--- src/rtl/ling_pkg.sv ---
package ling_pkg;

    localparam int TREE_LEVELS = 4;

    // Group size of each tree level, lowest level first
    function automatic int tree_radix(input int lvl);
        case (lvl)
            0:       return 4;
            1:       return 2;
            2:       return 4;
            default: return 2;
        endcase
    endfunction

    // Bit distance between merged groups at a level (product of earlier radices)
    function automatic int tree_distance(input int lvl);
        int d;
        d = 1;
        for (int k = 0; k < lvl; k++) d = d * tree_radix(k);
        return d;
    endfunction

    typedef struct packed {
        logic h;   // pseudo-carry of the group
        logic t;   // transmit of the group, shifted down one bit
    } ling_pair_t;

    typedef struct packed {
        logic [1:0] hot;    // slice result for incoming pseudo-carry 1
        logic [1:0] cold;   // slice result for incoming pseudo-carry 0
    } ling_slice_t;

    // First-level 4-bit Ling group from bit generates and transmits.
    // gw[3] is bit i, gw[0] is bit i-3; tw[3] is bit i-1, tw[0] is bit i-4.
    function automatic ling_pair_t ling_seed4(input logic [3:0] gw, input logic [3:0] tw);
        ling_pair_t r;
        r.h = gw[3] | gw[2] | (tw[3] & gw[1]) | (tw[3] & tw[2] & gw[0]);
        r.t = &tw;
        return r;
    endfunction

    // Two sum bits for one slice, given the true carry entering it
    function automatic logic [1:0] ling_slice_sum(input logic [1:0] gg,
                                                  input logic [1:0] tt,
                                                  input logic       ci);
        logic [1:0] pp;
        logic       c1;
        pp = tt & ~gg;
        c1 = gg[0] | (tt[0] & ci);
        return {pp[1] ^ c1, pp[0] ^ ci};
    endfunction

endpackage

--- src/rtl/ling_seed.sv ---
module ling_seed
    import ling_pkg::*;
#(
    parameter  int WIDTH = 64,
    parameter  int STEP  = 2,
    localparam int NODES = WIDTH / STEP
) (
    input  logic [WIDTH-1:0] a,
    input  logic [WIDTH-1:0] b,
    output logic [WIDTH-1:0] g,
    output logic [WIDTH-1:0] t,
    output logic [NODES-1:0] h_o,
    output logic [NODES-1:0] t_o
);

    // Zero padding below bit 0 so the lowest node's window stays in range
    localparam int PADG = 4 - STEP;
    localparam int PADT = 5 - STEP;

    logic [WIDTH+PADG-1:0]   gx;
    logic [WIDTH+PADT-2:0]   tx;

    assign g  = a & b;
    assign t  = a | b;
    assign gx = {g, {PADG{1'b0}}};
    assign tx = {t[WIDTH-2:0], {PADT{1'b0}}};

    for (genvar n = 0; n < NODES; n++) begin : g_node
        localparam int POS = n * STEP + STEP - 1;
        ling_pair_t pr;
        assign pr     = ling_seed4(gx[POS+PADG -: 4], tx[POS+PADT-1 -: 4]);
        assign h_o[n] = pr.h;
        assign t_o[n] = pr.t;
    end

endmodule

--- src/rtl/ling_level.sv ---
module ling_level #(
    parameter int NODES = 32,
    parameter int RADIX = 2,
    parameter int OFF   = 2
) (
    input  logic [NODES-1:0] h_i,
    input  logic [NODES-1:0] t_i,
    output logic [NODES-1:0] h_o,
    output logic [NODES-1:0] t_o
);

    // Node n folds in the groups at n-OFF, n-2*OFF, ... (zero beyond bit 0)
    logic [NODES-1:0] ah [RADIX];
    logic [NODES-1:0] at [RADIX];

    assign ah[0] = h_i;
    assign at[0] = t_i;

    for (genvar k = 1; k < RADIX; k++) begin : g_fold
        assign ah[k] = ah[k-1] | (at[k-1] & (h_i << (k * OFF)));
        assign at[k] = at[k-1] & (t_i << (k * OFF));
    end

    assign h_o = ah[RADIX-1];
    assign t_o = at[RADIX-1];

endmodule

--- src/rtl/ling_tree.sv ---
module ling_tree
    import ling_pkg::*;
#(
    parameter  int WIDTH = 64,
    parameter  int STEP  = 2,
    localparam int NODES = WIDTH / STEP
) (
    input  logic [WIDTH-1:0] a,
    input  logic [WIDTH-1:0] b,
    output logic [WIDTH-1:0] g,
    output logic [WIDTH-1:0] t,
    output logic [NODES-1:0] h_root
);

    localparam int LAST = TREE_LEVELS - 1;
    localparam int LR   = tree_radix(LAST);
    localparam int LOFF = tree_distance(LAST) / STEP;

    logic [NODES-1:0] hs [LAST];
    logic [NODES-1:0] ts [LAST];

    ling_seed #(
        .WIDTH(WIDTH),
        .STEP (STEP)
    ) seed_i (
        .a  (a),
        .b  (b),
        .g  (g),
        .t  (t),
        .h_o(hs[0]),
        .t_o(ts[0])
    );

    for (genvar l = 1; l < LAST; l++) begin : g_mid
        ling_level #(
            .NODES(NODES),
            .RADIX(tree_radix(l)),
            .OFF  (tree_distance(l) / STEP)
        ) level_i (
            .h_i(hs[l-1]),
            .t_i(ts[l-1]),
            .h_o(hs[l]),
            .t_o(ts[l])
        );
    end

    // Top level: only the pseudo-carry is needed, so no group transmit is formed
    logic [NODES-1:0] fh [LR];
    logic [NODES-1:0] ft [LR-1];

    assign fh[0] = hs[LAST-1];
    assign ft[0] = ts[LAST-1];

    for (genvar k = 1; k < LR; k++) begin : g_top
        assign fh[k] = fh[k-1] | (ft[k-1] & (hs[LAST-1] << (k * LOFF)));
        if (k < LR - 1) begin : g_tx
            assign ft[k] = ft[k-1] & (ts[LAST-1] << (k * LOFF));
        end
    end

    assign h_root = fh[LR-1];

endmodule

--- src/rtl/ling_sum.sv ---
module ling_sum
    import ling_pkg::*;
#(
    parameter  int WIDTH = 64,
    parameter  int STEP  = 2,
    localparam int NODES = WIDTH / STEP
) (
    input  logic [WIDTH-1:0] g,
    input  logic [WIDTH-1:0] t,
    input  logic [NODES-1:0] h_root,
    output logic [WIDTH-1:0] sum,
    output logic             cout
);

    assign cout = t[WIDTH-1] & h_root[NODES-1];

    if (STEP == 1) begin : g_full
        logic [WIDTH-1:0] cin_v;
        assign cin_v = {t[WIDTH-2:0] & h_root[NODES-2:0], 1'b0};
        assign sum   = (t & ~g) ^ cin_v;
    end else begin : g_sparse
        for (genvar k = 0; k < NODES; k++) begin : g_slice
            if (k == 0) begin : g_low
                assign sum[1:0] = ling_slice_sum(g[1:0], t[1:0], 1'b0);
            end else begin : g_upper
                ling_slice_t sl;
                assign sl.hot  = ling_slice_sum(g[2*k+1 -: 2], t[2*k+1 -: 2], t[2*k-1]);
                assign sl.cold = ling_slice_sum(g[2*k+1 -: 2], t[2*k+1 -: 2], 1'b0);
                assign sum[2*k+1 -: 2] = h_root[k-1] ? sl.hot : sl.cold;
            end
        end
    end

endmodule

--- src/rtl/ling_adder.sv ---
module ling_adder #(
    parameter int WIDTH  = 64,
    parameter bit SPARSE = 1'b1
) (
    input  logic [WIDTH-1:0] a,
    input  logic [WIDTH-1:0] b,
    output logic [WIDTH-1:0] sum,
    output logic             cout
);

    localparam int STEP  = SPARSE ? 2 : 1;
    localparam int NODES = WIDTH / STEP;

    logic [WIDTH-1:0] g_bits;
    logic [WIDTH-1:0] t_bits;
    logic [NODES-1:0] h_root;

    ling_tree #(
        .WIDTH(WIDTH),
        .STEP (STEP)
    ) tree_i (
        .a     (a),
        .b     (b),
        .g     (g_bits),
        .t     (t_bits),
        .h_root(h_root)
    );

    ling_sum #(
        .WIDTH(WIDTH),
        .STEP (STEP)
    ) sum_i (
        .g     (g_bits),
        .t     (t_bits),
        .h_root(h_root),
        .sum   (sum),
        .cout  (cout)
    );

endmodule

--- config.mk ---
export PLATFORM = sky130hd
export DESIGN_NAME = ling_adder
export DESIGN_NICKNAME = d
export VERILOG_FILES = /design/src/rtl/ling_pkg.sv /design/src/rtl/ling_seed.sv /design/src/rtl/ling_level.sv /design/src/rtl/ling_tree.sv /design/src/rtl/ling_sum.sv /design/src/rtl/ling_adder.sv
export SDC_FILE = /design/constraint.sdc
export NUM_CORES = 1
export LEC_CHECK = 0
export ABC_AREA = 1
export BUFFER_PORTS_ARGS = -buffer_cell sky130_fd_sc_hd__buf_4
export CAP_MARGIN = 20
export CORE_AREA = 2 2 137 139
export DETAILED_ROUTE_END_ITERATION = 7
export DIE_AREA = 0 0 139 141
export GPL_ROUTABILITY_DRIVEN = 1
export PLACE_DENSITY = 0.61
export SLEW_MARGIN = 25
export SYNTH_ARGS = -nofsm -noshare
export SYNTH_HDL_FRONTEND = slang
export SYNTH_SLANG_ARGS = --single-unit
--- constraint.sdc ---
create_clock -name vclk -period 3
set_clock_uncertainty 0.15 [all_clocks]
set_input_delay 0.45 -clock vclk [all_inputs]
set_output_delay 0.45 -clock vclk [all_outputs]
set_load 0.1 [all_outputs]
==> Word-level counts from Yosys, hierarchy flattened <==
Cells that the tools add are included.
{ "totals": {"regBits": 0, "input_bits": 128, "output_inout_bits": 65, "wordCells": 454} }
{ "classes": {"n_mux": 31, "n_bitwise": 393, "n_reduce_logical": 30} }
{ "op_table": {"columns": ["cell", "count"], "rows": [
  ["32-bit AND", 9],
  ["32-bit bitwise OR", 5],
  ["1-bit bitwise OR", 125],
  ["4-bit AND reduction", 30],
  ["1-bit AND", 94],
  ["1-bit XOR", 94],
  ["2-bit AND", 32],
  ["64-bit AND", 1],
  ["2-bit inverter", 32],
  ["64-bit bitwise OR", 1],
  ["2-bit 2-to-1 mux", 31]
]} }

==> Logic depth before layout (Yosys ltp) <==
Gate-level depths: netlist of the first run.
{ "depth": {"ltp_word": 13, "depth_mapped": 15, "mapped_depth_nobuf": 15} }

==> Cells and area by module <==
From an unflattened synthesis of the first run, not the netlist that was laid out.
{ "unflattened": {"hier_cells": 1381, "area_unflattened_um2": 5929.4} }
{ "by_module_without_submodules": {"columns": ["mod", "instances", "cells_each", "area_per_inst_um2", "seq_area_each_um2"], "rows": [
  ["ling_seed", 1, 567, 2352.3, 0.0],
  ["ling_sum", 1, 379, 1735.4, 0.0],
  ["ling_level at tree_i.g_mid[2].level_i", 1, 216, 944.7, 0.0],
  ["ling_level at tree_i.g_mid[1].level_i", 1, 155, 596.8, 0.0],
  ["ling_tree", 1, 64, 300.3, 0.0]
]} }

==> Worst setup path after synthesis of the first run <==
OpenSTA, ideal clock, no wires.
{ "synth_path": {"path_kind": "input -> output", "startpoint": "in a[10]", "endpoint": "out sum[20]", "t_arrival_ps": 3534, "required_time_ps": 2400, "path_slack_ps": -1134, "stages": 11, "path_buffers": 0, "path_cell_list": "inv_1 -> ha_1 -> nor2_1 -> nand2_1 -> nor2_1 -> nand2_1 -> nand3b_2 -> nand2_1 -> nand2_1 -> inv_1 -> o21ai_0"} }
{ "synth_between": {"elab_chain_cells": 11, "elab_cells_between_ends": 24, "cone_classes": "mux (1); bitwise (22); reduce/logical (1)"} }
{ "synth_lines": {"columns": ["element", "line_no", "source"], "rows": [
  ["start: declaration", "ling_adder.sv:5", "input logic [WIDTH-1:0] a,"],
  ["64-bit AND / 64-bit bitwise OR (equally long branches)", "ling_seed.sv:23, ling_seed.sv:24", null],
  ["1-bit bitwise OR / 1-bit AND (equally long branches) (2 in a row)", "ling_pkg.sv:37", "r.h = gw[3] | gw[2] | (tw[3] & gw[1]) | (tw[3] & tw[2] & gw[0]);"],
  ["1-bit bitwise OR", "ling_pkg.sv:37", null],
  ["32-bit bitwise OR", "ling_level.sv:20", "assign ah[k] = ah[k-1] | (at[k-1] & (h_i << (k * OFF)));"],
  ["32-bit AND", "ling_level.sv:20", null],
  ["32-bit bitwise OR (3 in a row)", "ling_level.sv:20", null],
  ["32-bit bitwise OR *", "ling_tree.sv:55", "assign fh[k] = fh[k-1] | (ft[k-1] & (hs[LAST-1] << (k * LOFF)));"],
  ["2-bit 2-to-1 mux *", "ling_sum.sv:29", "assign sum[2*k+1 -: 2] = h_root[k-1] ? sl.hot : sl.cold;"],
  ["end: declaration", "ling_adder.sv:7", "output logic [WIDTH-1:0] sum,"]
]} }
Every way passes the cells marked *; elsewhere a longest branch is shown, timed or not.

==> Worst setup path after layout of the first run <==
{ "layout_path": {"startpoint": "in a[12]", "endpoint": "out sum[23]"} }
Same word-level chain as after synthesis.

==> out/results.txt, run 1 <==
CP Capture Type: output port
Clock Buffer Count: 0
gpl congestion: 0.884
Starting Density: 34.1%
Peak supply drop: 0.314 mV
Seq cells: 0
syn avg cell area: 5.76 um^2
status: completed
cell accounting for the most synthesized area: ha_1
Setup TNS: 0 ps
Final Setup Violations: 0
core area: 18300 um^2
ant diodes: 0
worst min path class: primary input to output port
Synth-to-Final Area Change: 61.5%
Detailed Place HPWL: 17.2 mm
Final Max Tran Viols: 0
Pwr per Cell Area: 345 nW/um^2
IO buf count: 193
unrepaired setup endpoints after global routing: true
vias per cell: 4.44
busiest grt layer: met2
critical path launch point: a[12]
GR Util met3: 1.22%
Synth top area share: 25.5%
crit path DAT: 2330 ps
Post-Syn Nets: 1369
crit-path max FO: 6
DR pass1 iterations: 4
pre-CTS setup slack: -179 ps
Tmin final: 2930 ps
post-synthesis cell count: 1083
initial antenna violation count: 0
drt drc: 0
Seq/Total Area, Yosys: 0%
total track usage: 18.5%
largest net degree at the start of global routing: 8
most frequent cells in the layout: inv_1, buf_4, nand2_1
final setup margin: 71.0 ps
hold bufs inserted after CTS: 0
fmax: 341 MHz
sequential cell area: 0 um^2
DIE WIDTH: 139 um
Worst Path Required: 2400 ps
max_cap viols: 0
Tcrit/Tclk final: 97.6%
die height: 141 um
Setup Crit Path Kind: primary input to output port
global-route wire length before repair: 30.7 mm
final hold vios: 0
DRT iter0 DRCs: 263
DR vias: 7218
met1 Use GR: 26.9%
Lkg Pwr: 5.79 nW
Post-Route WL: 19.3 mm
commonest non-fill, non-tap cell in the layout: inv_1
layout cells sized above 1: 37.9%
die area: 19600 um^2
Antenna Violating Nets Remaining: 0
startpoint types: primary input
synth warn: 0
routed len/inst: 11.8 um
row count: 50
M2 GR Usage: 31.9%
GR Overflow Total: 0
vias in the first global route: 6691
Slew @ Worst Pin: 362 ps
most area-consuming cells after synthesis: ha_1, inv_1, nand2_1
Syn Std Cell Area: 6240 um^2
crit path to: sum[23]
number of I/O pins: 193
Slew Limit Headroom: 75.7%
library cells used by synthesis: 32
Nets: 1680
==> final cells by class <==
| cell class | count | area [um^2] |
|---|---|---|
| fill | 1832 | 8190 |
| inverter | 299 | 1120 |
| tap | 234 | 293 |
| timing repair buffer | 309 | 2670 |
| multi-input combinational | 784 | 5980 |
==> how the worst min path moves through the flow <==
stage	start	end	slack, ps	cells after the start
after floorplan	b[63]	cout	1090	3
final	b[0]	sum[0]	1220	3
after detailed placement	b[0]	sum[0]	1210	3
after global routing	b[0]	sum[0]	1230	3
after global placement	b[0]	sum[0]	1210	3
after CTS	b[0]	sum[0]	1220	3
==> synthesized netlist by cell type (2+ instances only) <==
| cell type | instances |
|---|---|
| xor2_1 | 8 |
| nor3_1 | 8 |
| o21bai_1 | 2 |
| a21oi_1 | 28 |
| nand2_1 | 283 |
| a21oi_2 | 2 |
| o21ai_0 | 10 |
| nand3_1 | 90 |
| nor2_1 | 116 |
| ha_1 | 127 |
| nand3b_1 | 13 |
| nand4_1 | 3 |
| nor2_2 | 13 |
| xnor2_1 | 7 |
| nor2_4 | 2 |
| nand2_2 | 19 |
| fa_1 | 31 |
| inv_2 | 9 |
| o211ai_1 | 2 |
| mux2_2 | 9 |
| inv_1 | 290 |
==> metal layers <==
layer / vias up / wire length, um
li1: 3833 / -
met2: 146 / 8990
met1: 3229 / 9230
met5: - / 0
met4: 0 / 121
met3: 10 / 925
==> logic make-up after synthesis <==
| family | share of synthesized area, % |
|---|---|
| AOI/OAI and AO/OA | 4.01 |
| xor gates and xnor gates | 2.11 |
| adders and majority gates | 35.4 |
| buffers and inverters | 18.0 |
| muxes | 1.79 |
| and+or+nand+nor | 38.7 |
==> worst max-delay path, cell delays in order <==
cell	delay (ps)
buf_4	110
buf_4	120
ha_1	230
nor2_2	140
nand3_2	120
inv_1	80
nand2_1	50
nand2_1	50
nand3b_1	80
buf_4	180
or2_2	290
o21ai_0	80
nand2_1	80
nand2_2	90
buf_12	170
==> power by group <==
part | leakage (nW) | internal, mW | switching, mW
Sequential | 0 | 0 | 0
Combinational | 5.79 | 1.15 | 2.32
Clock | 0 | 0 | 0
Total | 5.79 | 1.15 | 2.32
==> repair_timing <==
item	4_1_cts	5_1_grt
buffers inserted	1	4
setup endpoints to repair	32	48
pin swaps	2	28
resized for setup	46	212
==> through the flow <==
step | cell area [um^2] | std cells | util (%) | hold slack, ps | power (mW)
floorplan | 6550 | 1083 | - | 1090 | 2.28
detailed placement | 9120 | 1621 | 49.9 | 1210 | 3.11
finish | 10100 | 1626 | 55.1 | 1220 | 3.47
global route | 10100 | 1626 | 55.1 | 1230 | 3.68
global placement | 9120 | 1621 | 49.9 | 1210 | 3.09
CTS | 9280 | 1622 | 50.8 | 1220 | 3.20
No activity file was read; power rests on OpenSTA's default activity.
==> run 2, diff against run 1 <==
--- a/config.mk
+++ b/config.mk
@@ -5,14 +5,13 @@
 export SDC_FILE = /design/constraint.sdc
 export NUM_CORES = 1
 export LEC_CHECK = 0
-export ABC_AREA = 1
 export BUFFER_PORTS_ARGS = -buffer_cell sky130_fd_sc_hd__buf_4
 export CAP_MARGIN = 20
-export CORE_AREA = 2 2 137 139
+export CORE_AREA = 2 2 123 125
 export DETAILED_ROUTE_END_ITERATION = 7
-export DIE_AREA = 0 0 139 141
+export DIE_AREA = 0 0 125 127
 export GPL_ROUTABILITY_DRIVEN = 1
-export PLACE_DENSITY = 0.61
+export PLACE_DENSITY = 0.63
 export SLEW_MARGIN = 25
 export SYNTH_ARGS = -nofsm -noshare
 export SYNTH_HDL_FRONTEND = slang
==> run 2 against run 1 <==
  * The run now ends with setup timing left
  * Non-clock buffer count is 151 higher
  * Power is 25% higher
  * First-iteration DRC count is 58% lower
  * Via count is 14% lower
  * Cell area is 12% higher
  * Routed wire length is 0.72% lower
  * Setup slack worse by 1100 ps
  * Sequential share of layout area stayed put
  * Combinational power is 24% higher
  * Largest cell class unchanged
==> out/results.txt, run 2 <==
library cells used by synthesis: 53
Peak supply drop: 0.333 mV
Slew Limit Headroom: 66.3%
Final Setup Violations: 53
fmax: 249 MHz
gpl congestion: 0.840
worst min path class: primary input to output port
Final Non-Filler Cells: 1300
status: complete, but fails checks
Tmin final: 4010 ps
largest net degree at the start of global routing: 5
Synth top area share: 31.6%
most area-consuming cells after synthesis: ha_1, fa_1, inv_1
violated checks: setup timing
Post-Syn Nets: 942
Reg power frac: 0%
Switching Share: 57.6%
vias per cell: 4.77
most frequent cells in the layout: buf_4, inv_1, ha_1
DR vias: 6205
clock power share: 0%
critical path launch point: a[9]
internal power: 1.83 mW
sequential cell area: 0 um^2
Final Max Tran Viols: 0
IO buf count: 193
CP Capture Type: output port
row count: 44
Hold Crit Start: b[0]
GR Overflow Total: 0
GR Util met3: 2.60%
busiest grt layer: met2
count leader, synth: inv_1
Synth-to-Final Area Change: 125%
unrepaired setup endpoints after global routing: true
Nets: 1404
Starting Density: 34.8%
Syn Std Cell Area: 5020 um^2
syn avg cell area: 7.66 um^2
number of I/O pins: 193
Gate power share: 100.0%
die height: 127 um
DR pass1 iterations: 4
cell accounting for the most synthesized area: ha_1
Psw: 2.49 mW
ant diodes: 0
commonest non-fill, non-tap cell in the layout: buf_4
crit-path max FO: 3
Pwr per Cell Area: 382 nW/um^2
met1 Use GR: 24.0%
hold bufs inserted after CTS: 0
synth warn: 0
Detailed Place HPWL: 15.6 mm
routed len/inst: 14.7 um
drt drc: 0
Post-Route WL: 19.1 mm
die area: 15900 um^2
Fill cells: 919
Seq cells: 0
placed cell count: 1280
startpoint types: primary input
worst hold slack: 1210 ps
DIE WIDTH: 125 um
crit path DAT: 3410 ps
DRT iter0 DRCs: 111
Seq/Total Area, Yosys: 0%
Slew @ Worst Pin: 500 ps
Worst Path Required: 2400 ps
initial antenna violation count: 0
core area: 14400 um^2
Tcrit/Tclk final: 134%
final hold vios: 0
post-synthesis cell count: 656
M2 GR Usage: 47.3%
layout cells sized above 1: 60.5%
Lkg Pwr: 5.62 nW
vias in the first global route: 6879
Clock Buffer Count: 0
final setup margin: -1010 ps
global-route wire length before repair: 30.6 mm
Antenna Violating Nets Remaining: 0
total track usage: 22.6%
post-layout util: 78.5%
Setup Crit Path Kind: primary input to output port
max_cap viols: 0
top cells by count, synth: inv_1, ha_1, nor2_1
==> run 2: changes by cell type in the layout (fill, tap and decap cells not counted), sizes merged, moves of 16 or more <==
cell,change
nand2,-272
buf,+151
inv,-141
nand3,-87
nor2,-68
xnor2,+23
mux2i,+21
o21ai,+16
==> run 2: logic make-up after synthesis <==
kind of cell	count (synthesis)	share of synthesized area, %
multiplexers	38	7.97
AND/OR/NAND/NOR	162	16.4
adder cells (fa/ha/maj)	158	44.0
XOR/XNOR	32	5.58
AO/OA/AOI/OAI	108	14.3
buffers and inverters	158	11.8
==> run 2: power groups by stage <==
stage                     sequential, mW  clock (mW)  combinational [mW]
after global placement                 0           0                3.48
after detailed placement               0           0                3.54
after CTS                              0           0                4.20
after global routing                   0           0                4.50
after floorplan                        0           0                2.54
final                                  0           0                4.32
==> run 2: cell type report <==
type	count	area [um^2]	share of cell area, %
Inverter	158	661	5.83
Timing Repair Buffer	460	4310	38.0
Multi-Input combinational cell	498	6120	54.1
Tap cell	184	230	2.03
==> run 2: metal layers <==
metal / routed length, um / share of wire [%] / up-vias
met5: 0 / 0 / -
met4: 489 / 2.6 / 0
met3: 855 / 4.5 / 33
met2: 10900 / 57 / 163
met1: 6880 / 36 / 2927
li1: - / - / 3082
==> run 2: stage by stage <==
step,setup TNS (ps),cell area [um^2],total power [mW],setup WS (ps)
after CTS,-34300,10900,4.20,-1040
after floorplan,-28470,6110,2.54,-1430
after global routing,-41000,11300,4.50,-1120
after detailed placement,-43730,9640,3.54,-1250
final,-36250,11300,4.32,-1010
after global placement,-43040,9640,3.48,-1210
==> run 2: final timing paths <==
path / to / slack, ps / depth (start not counted)
max: sum[59] / -1010 / 15
min: sum[0] / 1210 / 3
==> run 2: worst max-delay path, cell delays in order <==
cell	delay (ps)
buf_8	70
inv_4	30
ha_4	150
or4_4	530
nand3b_1	210
a311oi_2	240
buf_4	180
o311ai_2	80
and3_4	200
o31a_1	310
buf_6	160
o21ba_4	230
mux2i_4	220
xnor2_4	150
buf_12	190
==> run 2: what timing repair did <==
action,CTS,global route
resized for setup,282,73
pin swaps,46,38
setup endpoints to repair,55,56
buffers inserted,16,19
==> run 3, diff against run 2 <==
--- a/config.mk
+++ b/config.mk
@@ -6,11 +6,11 @@
 export NUM_CORES = 1
 export LEC_CHECK = 0
 export BUFFER_PORTS_ARGS = -buffer_cell sky130_fd_sc_hd__buf_4
-export CAP_MARGIN = 20
 export CORE_AREA = 2 2 123 125
 export DETAILED_ROUTE_END_ITERATION = 7
 export DIE_AREA = 0 0 125 127
 export GPL_ROUTABILITY_DRIVEN = 1
+export GPL_TIMING_DRIVEN = 0
 export PLACE_DENSITY = 0.63
 export SLEW_MARGIN = 25
 export SYNTH_ARGS = -nofsm -noshare
==> constraint.sdc (replaced) <==
create_clock -name vclk -period 4.6
set_clock_uncertainty 0.15 [all_clocks]
set_input_delay 0.69 -clock vclk [all_inputs]
set_output_delay 0.69 -clock vclk [all_outputs]
set_load 0.1 [all_outputs]
==> run 3 against run 2 <==
  * The flow now finishes without violations
  * Global-route usage fell by 5.9 points
  * Utilization fell by 26 points
  * Power fell by 54%
  * Setup slack improved by 1100 ps
  * Sequential cell count did not move
  * Combinational power fell by 54%
  * Count of clock-buffer cells in the layout did not move
  * Via count fell by 19%
  * First-iteration DRC count rose by 14%
  * Non-clock buffer count fell by 250
  * Final cell count fell by 19%
  * Largest cell class unchanged
==> out/results.txt, run 3 (synthesis gave the netlist of run 2 again) <==
worst path bufs/invs: 4
worst path cell trace: buf_4 -> inv_1 -> ha_4 -> or4_4 -> or2_4 -> buf_4 -> nor4_2 -> o21ai_1 -> and3_4 -> o31a_1 -> o21ai_4 -> mux2i_4 -> xnor2_4 -> buf_12
Psw: 1.39 mW
CP max-delay cell: or4_4
Lkg Pwr: 3.95 nW
IO buf count: 193
final hold vios: 0
Nets: 1154
M2 GR Usage: 31.8%
Slew Limit Headroom: 44.5%
drt drc: 0
Final Non-Filler Cells: 1050
Seq cells: 0
layout cells sized above 1: 36.5%
sequential cell area: 0 um^2
startpoint types: primary input
routed len/inst: 13.0 um
Slew @ Worst Pin: 811 ps
most frequent cells in the layout: buf_4, inv_1, ha_1
final instance area: 7550 um^2
fmax: 220 MHz
ant diodes: 0
Clock Buffer Count: 0
Fill cells: 1433
global-route wire length before repair: 23.0 mm
die area: 15900 um^2
vias per cell: 4.80
max_cap viols: 0
initial antenna violation count: 0
Final Max Tran Viols: 0
Tmin final: 4540 ps
status: completed
gpl congestion: 0.822
core area: 14400 um^2
Peak supply drop: 0.192 mV
total track usage: 16.7%
Gate power share: 100.0%
CP Capture Type: output port
commonest non-fill, non-tap cell in the layout: buf_4
Synth-to-Final Area Change: 50.3%
largest net degree at the start of global routing: 7
Detailed Place HPWL: 12.2 mm
crit-path max FO: 5
GR Util met3: 2.64%
DRT iter0 DRCs: 127
Setup Crit Path Kind: primary input to output port
number of I/O pins: 193
Final Setup Violations: 0
CP max stage delay: 530 ps
placed cell area: 7030 um^2
busiest grt layer: met2
Hold Crit Start: b[0]
DR pass1 iterations: 4
unrepaired setup endpoints after global routing: true
DIE WIDTH: 125 um
Starting Density: 34.8%
Post-Route WL: 13.6 mm
largest delay contributor family on the critical path: simple AND/OR/NAND/NOR gates
placed cell count: 1033
DR vias: 5041
overall power: 1.99 mW
clock power share: 0%
Reg power frac: 0%
hold path cells: 3
Pwr per Cell Area: 264 nW/um^2
Worst Hold Path EP: sum[0]
die height: 127 um
Worst Path Required: 3760 ps
Tcrit/Tclk final: 98.7%
Antenna Violating Nets Remaining: 0
internal power: 0.608 mW
met1 Use GR: 21.1%
vias in the first global route: 5152
worst min path class: primary input to output port
Setup TNS: 0 ps
crit path DAT: 3700 ps
CP most frequent cell: buf_4
Switching Share: 69.5%
GR Overflow Total: 0
row count: 44
==> run 3: changes by cell type in the layout (fill, tap and decap cells not counted), sizes merged <==
cell	change
buf	-250
==> run 3: metrics by stage <==
step	utilization, %	hold WS [ps]	worst slack, ps
floorplan	-	1700	-341
global placement	48.7	1690	-570
detailed placement	48.7	1700	-618
CTS	51.1	1700	4.69
global route	52.4	1710	-32.2
finish	52.4	1690	61.8
==> run 3: worst max path at each step <==
stage / startpoint / end / slack, ps / depth (start not counted)
finish: a[35] / sum[63] / 60 / 14
CTS: b[12] / sum[63] / 5 / 13
floorplan: a[35] / cout / -340 / 10
global route: a[10] / sum[63] / -30 / 13
global placement: a[25] / sum[49] / -570 / 12
detailed placement: a[26] / sum[49] / -620 / 12
==> run 3: layout make-up <==
type,count,area [um^2],area share (%)
Tap cell,184,230,3.05
Timing Repair Buffer,210,1680,22.3
Inverter,158,593,7.85
Multi-Input combinational cell,498,5050,66.8
==> run 3: what timing repair did <==
action / 4_1_cts / 5_1_grt
buffers inserted: 10 / 7
hold endpoints to repair: 0 / 0
hold buffers: 0 / 0
endpoints found under the setup margin: 25 / 21
gates resized for setup: 63 / 26
pin swaps: 21 / 12
==> run 3: per-layer routing <==
metal / wire [um] / vias up
li1: - / 2575
met1: 5960 / 2340
met2: 6800 / 124
met3: 860 / 2
met4: 14 / 0
met5: 0 / -
==> run 3: power by group through the flow <==
| stage | clock network (mW) | logic, mW | registers [mW] |
|---|---|---|---|
| final | 0 | 1.99 | 0 |
| after global routing | 0 | 2.10 | 0 |
| after CTS | 0 | 1.96 | 0 |
| after detailed placement | 0 | 1.87 | 0 |
| after global placement | 0 | 1.87 | 0 |
| after floorplan | 0 | 1.47 | 0 |
